## src/rtl/usbTxPkg.sv

```systemverilog
package usbTxPkg;

  // Line symbol codes, {plus, minus}
  localparam logic [1:0] SYM_SE0 = 2'b00;
  localparam logic [1:0] SYM_K   = 2'b01;
  localparam logic [1:0] SYM_J   = 2'b10;

  // Operating mode codes
  localparam logic [1:0] MODE_NORMAL = 2'b00;
  localparam logic [1:0] MODE_OFF    = 2'b01;
  localparam logic [1:0] MODE_RAW    = 2'b10;

  // Strobes from control to datapath
  typedef struct packed {
    logic arm;        // packet accepted, reset coding state
    logic loadByte;   // take inData and send its bit 0
    logic emitData;   // send next bit of the shift register
    logic emitStuff;  // send stuffed zero
    logic emitSe0;    // send SE0
    logic emitJ;      // send J and return level to idle
    logic abort;      // mode changed, drop everything
    logic rawMode;    // bypass stuffing and NRZI
  } txStrobe_t;

endpackage

```

## src/rtl/usbTxCtrl.sv

```systemverilog
module usbTxCtrl
  import usbTxPkg::*;
#(
  parameter int HS_DIV  = 1,
  parameter int FS_DIV  = 4,
  parameter int EOP_SE0 = 2
) (
  input  logic      clk,
  input  logic      rst,
  input  logic      txStart,
  input  logic      inValid,
  input  logic [1:0] opMode,
  input  logic      speedSel,
  input  logic      bitsDone,
  input  logic      stuffDue,
  output logic      inReady,
  output logic      driveEn,
  output logic      symTick,
  output txStrobe_t strobe
);

  localparam int MAX_DIV = (FS_DIV > HS_DIV) ? FS_DIV : HS_DIV;
  localparam int DIV_W   = $clog2(MAX_DIV + 1);
  localparam int EOP_W   = $clog2(EOP_SE0 + 1);

  typedef enum logic [1:0] {ST_IDLE, ST_DATA, ST_EOP} state_e;

  state_e            state;
  logic [DIV_W-1:0]  tickCnt;
  logic [EOP_W-1:0]  eopCnt;
  logic [1:0]        modeQ;

  logic              driving;
  logic              modeChange;
  logic              rawQ;
  logic              busy;
  logic              stuffNow;
  logic              needByte;
  logic              endData;
  logic              eopMore;
  logic [DIV_W-1:0]  divSel;
  logic [DIV_W:0]    tickNext;

  always_comb begin
    driving    = ~opMode[0];
    modeChange = (opMode != modeQ);
    rawQ       = (modeQ == MODE_RAW);
    divSel     = speedSel ? DIV_W'(FS_DIV) : DIV_W'(HS_DIV);
    busy       = (state != ST_IDLE);
    tickNext   = {1'b0, tickCnt} + 1'b1;
    symTick    = busy && !modeChange && (tickNext >= {1'b0, divSel});
    stuffNow   = symTick && (state == ST_DATA) && !rawQ && stuffDue;
    needByte   = symTick && (state == ST_DATA) && !stuffNow && bitsDone;
    inReady    = needByte;
    endData    = needByte && !inValid;
    eopMore    = (eopCnt < EOP_W'(EOP_SE0));

    strobe.arm       = (state == ST_IDLE) && txStart && driving && !modeChange;
    strobe.loadByte  = needByte && inValid;
    strobe.emitData  = symTick && (state == ST_DATA) && !stuffNow && !bitsDone;
    strobe.emitStuff = stuffNow;
    strobe.emitSe0   = (endData && !rawQ) || (symTick && (state == ST_EOP) && eopMore);
    strobe.emitJ     = (endData && rawQ) || (symTick && (state == ST_EOP) && !eopMore);
    strobe.abort     = modeChange;
    strobe.rawMode   = rawQ;
  end

  always_ff @(posedge clk) begin
    if (rst) begin
      state   <= ST_IDLE;
      tickCnt <= '0;
      eopCnt  <= '0;
      modeQ   <= MODE_OFF;
      driveEn <= 1'b0;
    end else begin
      modeQ   <= opMode;
      driveEn <= driving;
      if (modeChange) begin
        state   <= ST_IDLE;
        tickCnt <= '0;
        eopCnt  <= '0;
      end else begin
        if (!busy || symTick) tickCnt <= '0;
        else                  tickCnt <= tickCnt + 1'b1;
        unique case (state)
          ST_IDLE: if (strobe.arm) state <= ST_DATA;
          ST_DATA: if (endData) begin
            state  <= rawQ ? ST_IDLE : ST_EOP;
            eopCnt <= EOP_W'(1);
          end
          ST_EOP: if (symTick) begin
            if (eopMore) eopCnt <= eopCnt + 1'b1;
            else         state  <= ST_IDLE;
          end
          default: state <= ST_IDLE;
        endcase
      end
    end
  end

  // A byte request never repeats on the following cycle
  assert_ready_single_R4: assert property (@(posedge clk) disable iff (rst)
    inReady |=> !inReady);

  // Byte requests only happen while the line is driven
  assert_ready_driven_R7: assert property (@(posedge clk) disable iff (rst)
    inReady |-> driveEn);

  // A non-driving code releases the line at the next edge
  assert_mode_off_R8: assert property (@(posedge clk) disable iff (rst)
    opMode[0] |=> (!driveEn && !inReady));

endmodule

```

## src/rtl/usbTxDatapath.sv

```systemverilog
module usbTxDatapath
  import usbTxPkg::*;
#(
  parameter int DATA_W    = 8,
  parameter int STUFF_RUN = 6
) (
  input  logic              clk,
  input  logic              rst,
  input  logic [DATA_W-1:0] inData,
  input  txStrobe_t         strobe,
  output logic              bitsDone,
  output logic              stuffDue,
  output logic [1:0]        lineSym
);

  localparam int CNT_W  = (DATA_W > 1) ? $clog2(DATA_W) : 1;
  localparam int ONES_W = $clog2(STUFF_RUN + 1);

  logic [DATA_W-1:0] shiftReg;
  logic [CNT_W-1:0]  bitsLeft;
  logic [ONES_W-1:0] onesCnt;
  logic              lineLvl;   // 1 = J level

  logic curBit;
  logic emitBit;
  logic nrzLvl;

  function automatic logic [1:0] symOf(input logic lvl);
    return lvl ? SYM_J : SYM_K;
  endfunction

  always_comb begin
    curBit   = strobe.loadByte ? inData[0] : shiftReg[0];
    emitBit  = strobe.loadByte || strobe.emitData;
    nrzLvl   = curBit ? lineLvl : ~lineLvl;
    bitsDone = (bitsLeft == '0);
    stuffDue = (onesCnt == ONES_W'(STUFF_RUN));
  end

  always_ff @(posedge clk) begin
    if (rst) begin
      shiftReg <= '0;
      bitsLeft <= '0;
      onesCnt  <= '0;
      lineLvl  <= 1'b1;
      lineSym  <= SYM_J;
    end else if (strobe.abort || strobe.arm) begin
      bitsLeft <= '0;
      onesCnt  <= '0;
      lineLvl  <= 1'b1;
      if (strobe.abort) lineSym <= SYM_J;
    end else begin
      if (strobe.loadByte) begin
        shiftReg <= inData >> 1;
        bitsLeft <= CNT_W'(DATA_W - 1);
      end else if (strobe.emitData) begin
        shiftReg <= shiftReg >> 1;
        bitsLeft <= bitsLeft - 1'b1;
      end

      if (emitBit) begin
        if (strobe.rawMode) begin
          lineSym <= curBit ? SYM_J : SYM_K;
        end else begin
          lineLvl <= nrzLvl;
          lineSym <= symOf(nrzLvl);
          onesCnt <= curBit ? onesCnt + 1'b1 : '0;
        end
      end else if (strobe.emitStuff) begin
        lineLvl <= ~lineLvl;
        lineSym <= symOf(~lineLvl);
        onesCnt <= '0;
      end else if (strobe.emitSe0) begin
        lineSym <= SYM_SE0;
      end else if (strobe.emitJ) begin
        lineSym <= SYM_J;
        lineLvl <= 1'b1;
      end
    end
  end

  // A stuffed zero always changes the line symbol
  assert_stuff_toggle_R3: assert property (@(posedge clk) disable iff (rst)
    strobe.emitStuff |=> (lineSym != $past(lineSym)));

  // Ones counter never runs past the stuffing threshold
  assert_ones_bound_R3: assert property (@(posedge clk) disable iff (rst)
    onesCnt <= ONES_W'(STUFF_RUN));

endmodule

```

## src/rtl/usbTxEncoder.sv

```systemverilog
module usbTxEncoder
  import usbTxPkg::*;
#(
  parameter int DATA_W    = 8,
  parameter int STUFF_RUN = 6,
  parameter int HS_DIV    = 1,
  parameter int FS_DIV    = 4,
  parameter int EOP_SE0   = 2
) (
  input  logic              clk,
  input  logic              rst,
  input  logic [DATA_W-1:0] inData,
  input  logic              inValid,
  output logic              inReady,
  input  logic              txStart,
  input  logic [1:0]        opMode,
  input  logic              speedSel,
  output logic              lineDp,
  output logic              lineDm,
  output logic              driveEn
);

  txStrobe_t  strobe;
  logic       bitsDone;
  logic       stuffDue;
  logic       symTick;
  logic [1:0] lineSym;

  usbTxCtrl #(
    .HS_DIV (HS_DIV),
    .FS_DIV (FS_DIV),
    .EOP_SE0(EOP_SE0)
  ) uCtrl (
    .clk     (clk),
    .rst     (rst),
    .txStart (txStart),
    .inValid (inValid),
    .opMode  (opMode),
    .speedSel(speedSel),
    .bitsDone(bitsDone),
    .stuffDue(stuffDue),
    .inReady (inReady),
    .driveEn (driveEn),
    .symTick (symTick),
    .strobe  (strobe)
  );

  usbTxDatapath #(
    .DATA_W   (DATA_W),
    .STUFF_RUN(STUFF_RUN)
  ) uData (
    .clk     (clk),
    .rst     (rst),
    .inData  (inData),
    .strobe  (strobe),
    .bitsDone(bitsDone),
    .stuffDue(stuffDue),
    .lineSym (lineSym)
  );

  assign {lineDp, lineDm} = driveEn ? lineSym : SYM_SE0;

  // Symbols change only on a symbol-rate tick or a mode change
  assert_hold_between_ticks_R9: assert property (@(posedge clk) disable iff (rst)
    (!symTick && !strobe.abort) |=> $stable(lineSym));

endmodule

```

## config.mk

```make
export PLATFORM = sky130hd
export DESIGN_NAME = usbTxEncoder
export DESIGN_NICKNAME = d
export VERILOG_FILES = /design/src/rtl/usbTxPkg.sv /design/src/rtl/usbTxCtrl.sv /design/src/rtl/usbTxDatapath.sv /design/src/rtl/usbTxEncoder.sv
export SDC_FILE = /design/constraint.sdc
export NUM_CORES = 1
export LEC_CHECK = 0
export ABC_AREA = 0
export CORE_MARGIN = 2
export CORE_UTILIZATION = 30
export CTS_BUF_LIST = sky130_fd_sc_hd__clkbuf_8
export DETAILED_ROUTE_END_ITERATION = 16
export GPL_TIMING_DRIVEN = 0
export SYNTH_ARGS = -nofsm -noshare
export SYNTH_HDL_FRONTEND = slang
export SYNTH_SLANG_ARGS = --single-unit
```

## constraint.sdc

```tcl
create_clock -name clk -period 3.2 [get_ports clk]
set_clock_uncertainty 0.1 [all_clocks]
set_input_delay 0.48 -clock clk [delete_from_list [all_inputs] [get_ports clk]]
set_output_delay 0.48 -clock clk [all_outputs]
set_load 0.01 [all_outputs]
```

[After elaboration in Yosys (flattened, before gate mapping)]
Cells that the tools add are included.
Word-level totals
  register bits after elaboration: 27
  output and inout bits: 4
Operators by class
  add/sub/neg operators: 5
  order comparisons: 2
  equal/unequal tests: 13
  mux-type cells: 37
  bitwise logic cells: 3
  reductions and logical operators: 47
Operators by type and width (count)
  2-bit 2-to-1 mux: 19
  3-bit 2-to-1 mux: 7
  1-bit logical AND: 18
  8-bit 2-to-1 mux: 2
  2-bit by 1-bit inequality test with 1-bit output (second input constant): 4
  4-bit AND reduction: 2
  2-bit nonzero test: 4
  1-bit logical NOT: 7
  1-bit 2-to-1 mux: 7
  3-bit by 1-bit adder with 3-bit output (second input constant): 2
  2-bit inequality test (second input constant): 3
  2-bit case mux with 3 select lines: 1
  2-bit AND reduction: 3
  1-bit logical OR: 5
  5-bit nonzero test: 1
  3-bit by 1-bit adder with 4-bit output (second input constant): 1
  2-bit equality test (second input constant): 2
  4-bit by 3-bit greater-or-equal comparator with 1-bit output: 1
  2-bit case mux with 2 select lines: 1
  2-bit OR reduction: 2
  3-bit equality test (second input constant): 1
  3-bit logical NOT: 1
  3-bit by 1-bit inequality test with 1-bit output (second input constant): 1
  1-bit inverter: 3
  9 further kinds: 9

[Logic depth before layout (Yosys ltp)]
  depth in word-level cells: 18
  mapped depth: 10

[Cells and area by module]
A second synthesis with hierarchy kept.
Second synthesis, totals
  cell total of the unflattened synthesis: 177
  area total of the unflattened synthesis: 1554.0 sq um
Modules (own cells, without submodules)
  usbTxDatapath: times used 1, cells each 102, area each 882.1 sq um, seq. area each 320.3 sq um
  usbTxCtrl: times used 1, cells each 73, area each 659.4 sq um, seq. area each 200.2 sq um
  usbTxEncoder: times used 1, cells each 2, area each 12.5 sq um, seq. area each 0.0 sq um

[Worst setup path before layout]
OpenSTA, ideal clock, no wires.
  kind: input to output
  start point: input speedSel
  end point: output inReady
  data arrival time: 1.791 ns
  required time: 2.620 ns
  setup slack: 0.829 ns
  cell stages on the path: 7
  path buffers: 1
  path through: inv_1 -> ha_1 -> or3b_1 -> a21oi_4 -> buf_4 -> or2_2 -> nor2_1
On the way
  word-level cells in the longest chain between the ends: 9
RTL lines
  start, declared: RTL line usbTxEncoder.sv:17  | input logic speedSel,
  3-bit 2-to-1 mux (*): RTL line usbTxCtrl.sv:48  | divSel = speedSel ? DIV_W'(FS_DIV) : DIV_W'(HS_DIV);
  4-bit by 3-bit greater-or-equal comparator with 1-bit output (*): RTL line usbTxCtrl.sv:51  | symTick = busy && !modeChange && (tickNext >= {1'b0, divSel});
  1-bit logical AND (*): RTL line usbTxCtrl.sv:51
  1-bit logical AND (*): RTL line usbTxCtrl.sv:52, usbTxCtrl.sv:53
  1-bit logical AND (2 in a row): RTL line usbTxCtrl.sv:52  | stuffNow = symTick && (state == ST_DATA) && !rawQ && stuffDue;
  1-bit logical NOT: RTL line usbTxCtrl.sv:53  | needByte = symTick && (state == ST_DATA) && !stuffNow && bitsDone;
  1-bit logical AND (*) (2 in a row): RTL line usbTxCtrl.sv:53
  end, declared: RTL line usbTxEncoder.sv:14  | output logic inReady,
Every way passes the cells marked *; elsewhere a longest branch is shown, timed or not.

[Final worst setup path]
Same ends and word-level chain as after synthesis.

==> run metrics <==
total CTS buffers 3; Cell Pwr Density 315 mW/mm^2; Tmin final 3.07 ns; Area Overhead vs Synth 20.1%; post-route setup slack 0.134 ns; CP Class in2out; Mapped Cells 169; dpl ws -0.252 ns; clock sinks 26; post-synthesis sequential area ratio 0.328; Tcrit/Tclk final 0.958; Routed Antenna Nets 0; initial antenna violation count 0; critical path fanouts, max 10; fill count 537; Async S/R FF share, synth 0; Starting Density 0.310; main flop type after synthesis dfxtp_1; DR iter-0 viols 49; via count 1,321; WHS Path Cells 1; outcome finished clean; Yosys warning count 0; Hold Path End uCtrl.tickCnt[0]; vias per cell 5.06; Synth top area share 0.328; dpl hpwl 2500 um; synthesized area 0.00159 mm^2; library cells used by synthesis 56; Fmax 326 MHz; Post-Syn Area per Cell 9.38 um^2; Synth area leaders dfxtp_1 33%, ha_1 5.5%, nor2_1 5.0%; Leak 0.000628 uW; Worst Setup End Kind primary output; Slew Limit Fails 0; dominant cell by count in the synthesized netlist dfxtp_1; Max clock buf depth 2; global-route wire length before repair 5740 um; diode count 0; vias in the first global route 1,222; clk slew on worst S/H paths 0.08 ns; Max VDD drop 0.158 mV; CTS H-tree lvls 1; DRT Wirelength 3280 um; pin count of the biggest net entering global routing 14; Reg2Reg Depth 8; hold path start uCtrl.tickCnt[0]; drt wl/cell 12.6 um; R2R Path End uData.lineLvl; Initial DRT Pass Iterations 4; MaxCap Viol Count 0; Rows 26; die footprint 0.00588 mm^2; Die H 76.7 um; DRC Markers 0; clock latency on the worst-skew pair 0.27 ns; CP startpoint kind input pin; ratio of cells with drive above 1 in the final layout 0.152; core area 0.00511 mm^2; Synth top cells by count 26 x dfxtp_1, 21 x nor2_1, 10 x nand2_1, 9 x a21oi_1, 7 x ha_1; GRT Overall Usage 0.116; I/O pin total 19; CTS tree built; hold_ws 0.371 ns; area leader, netlist dfxtp_1; R2R Setup Slk 0.66 ns; clock root buffer master clkbuf_8; CTS Hold Bufs 0; Hold WC Path Type reg2reg; RR Startpoint uCtrl.tickCnt[0]; CP arrival 2.49 ns; unrepaired setup endpoints after global routing false; number of flops mapped to enable cells by yosys 0; syn_nets 191; Final Wtd Congestion 0.818; final hold violations 0; Nets 215; Die W 76.7 um; Worst Tran Pin Value 0.610 ns; Setup violations, final 0; Slew headroom 0.593; IO Port Bufs 18; register bit count reported by yosys 26; overflow left after global routing 0; CP required 2.62 ns
==> area by class of cell <==
class,instances,area (um^2),area share
buffer,3,26.3,0.0138
tap,70,87.6,0.0460
sequential,26,520,0.273
timing repair buffer,19,186,0.0979
multi-input combinational,134,1020,0.535
inverter,6,22.5,0.0118
clock buffer,3,41.3,0.0217
==> flip-flops by register name, summed over array words and instances (netlist names) <==
name and flops:
uData.shiftReg 7, uCtrl.tickCnt 3, uCtrl.state 2, uData.lineLvl 1
uCtrl.modeQ 2, uData.bitsLeft 3, uData.lineSym 2, uCtrl.eopCnt 2
uData.onesCnt 3, uCtrl.driveEn 1
==> power by group <==
group,switching (uW),internal [uW]
logic,43.1,42.5
registers,4.05,328
clock network,99.1,84.3
total,146,454
==> worst max-delay path by stage <==
stage,start,endpoint,slack (ns),depth (start not counted)
finish,speedSel,inReady,0.13,9
global route,speedSel,inReady,0.03,9
CTS,speedSel,inReady,0.13,9
detailed placement,speedSel,inReady,-0.25,9
global placement,speedSel,inReady,-0.29,9
floorplan,speedSel,inReady,0.83,7
==> per-layer routing <==
metal	track usage	vias to the layer above	routed length, um
li1	-	674	-
met1	0.161	617	1590
met2	0.191	26	1560
met3	0.0141	4	105
met4	0.0273	0	25
met5	0	-	0
==> layout by cell type (no fill, tap or decap), types with 2 or more instances in the layout <==
cell,count
a31o_2,3
nor3_1,5
a211oi_1,4
o21ai_0,4
nand2b_1,4
a21oi_1,9
nor2_1,21
dfxtp_1,26
a211o_1,3
or2_2,2
nand2_1,10
nor2b_1,5
nand3_1,2
clkbuf_8,3
inv_1,6
buf_6,2
nand3b_1,4
a211oi_2,6
ha_1,7
or3b_1,2
and2_1,2
clkdlybuf4s50_1,17
a311oi_1,2
mux2i_1,6
nor3_4,2
==> logic make-up after synthesis <==
family / count (synthesis) / share of synthesized area
AO/OA/AOI/OAI: 44 / 0.238
XOR/XNOR: 4 / 0.0387
adder cells (fa/ha/maj): 7 / 0.0552
buffers and inverters: 9 / 0.0284
flip-flops: 26 / 0.328
multiplexers: 6 / 0.0379
AND/OR/NAND/NOR: 73 / 0.274
==> what timing repair did <==
| item | in CTS | in global routing |
|---|---|---|
| resized for setup | 2 | 0 |
| buffers inserted | 1 | 0 |
| setup endpoints to repair | 1 | 0 |
==> critical path: stages <==
cell and delay [ns]:
clkdlybuf4s50_1 0.45, inv_1 0.05, ha_1 0.27, or3b_1 0.42
a21oi_4 0.15, buf_6 0.16, or2_2 0.16, nor2_1 0.05
dlygate4sd2_1 0.28
==> stage by stage <==
step | power [uW] | instances | setup TNS [ns] | instance area, um^2 | util
after global routing | 633 | 261 | 0 | 1900 | 0.373
final | 601 | 261 | 0 | 1900 | 0.373
after CTS | 612 | 261 | 0 | 1900 | 0.373
after global placement | 423 | 257 | -0.289 | 1850 | 0.363
after detailed placement | 423 | 257 | -0.252 | 1850 | 0.363
after floorplan | 388 | 169 | 0 | 1590 | -
(Power assumes the default switching activity.)
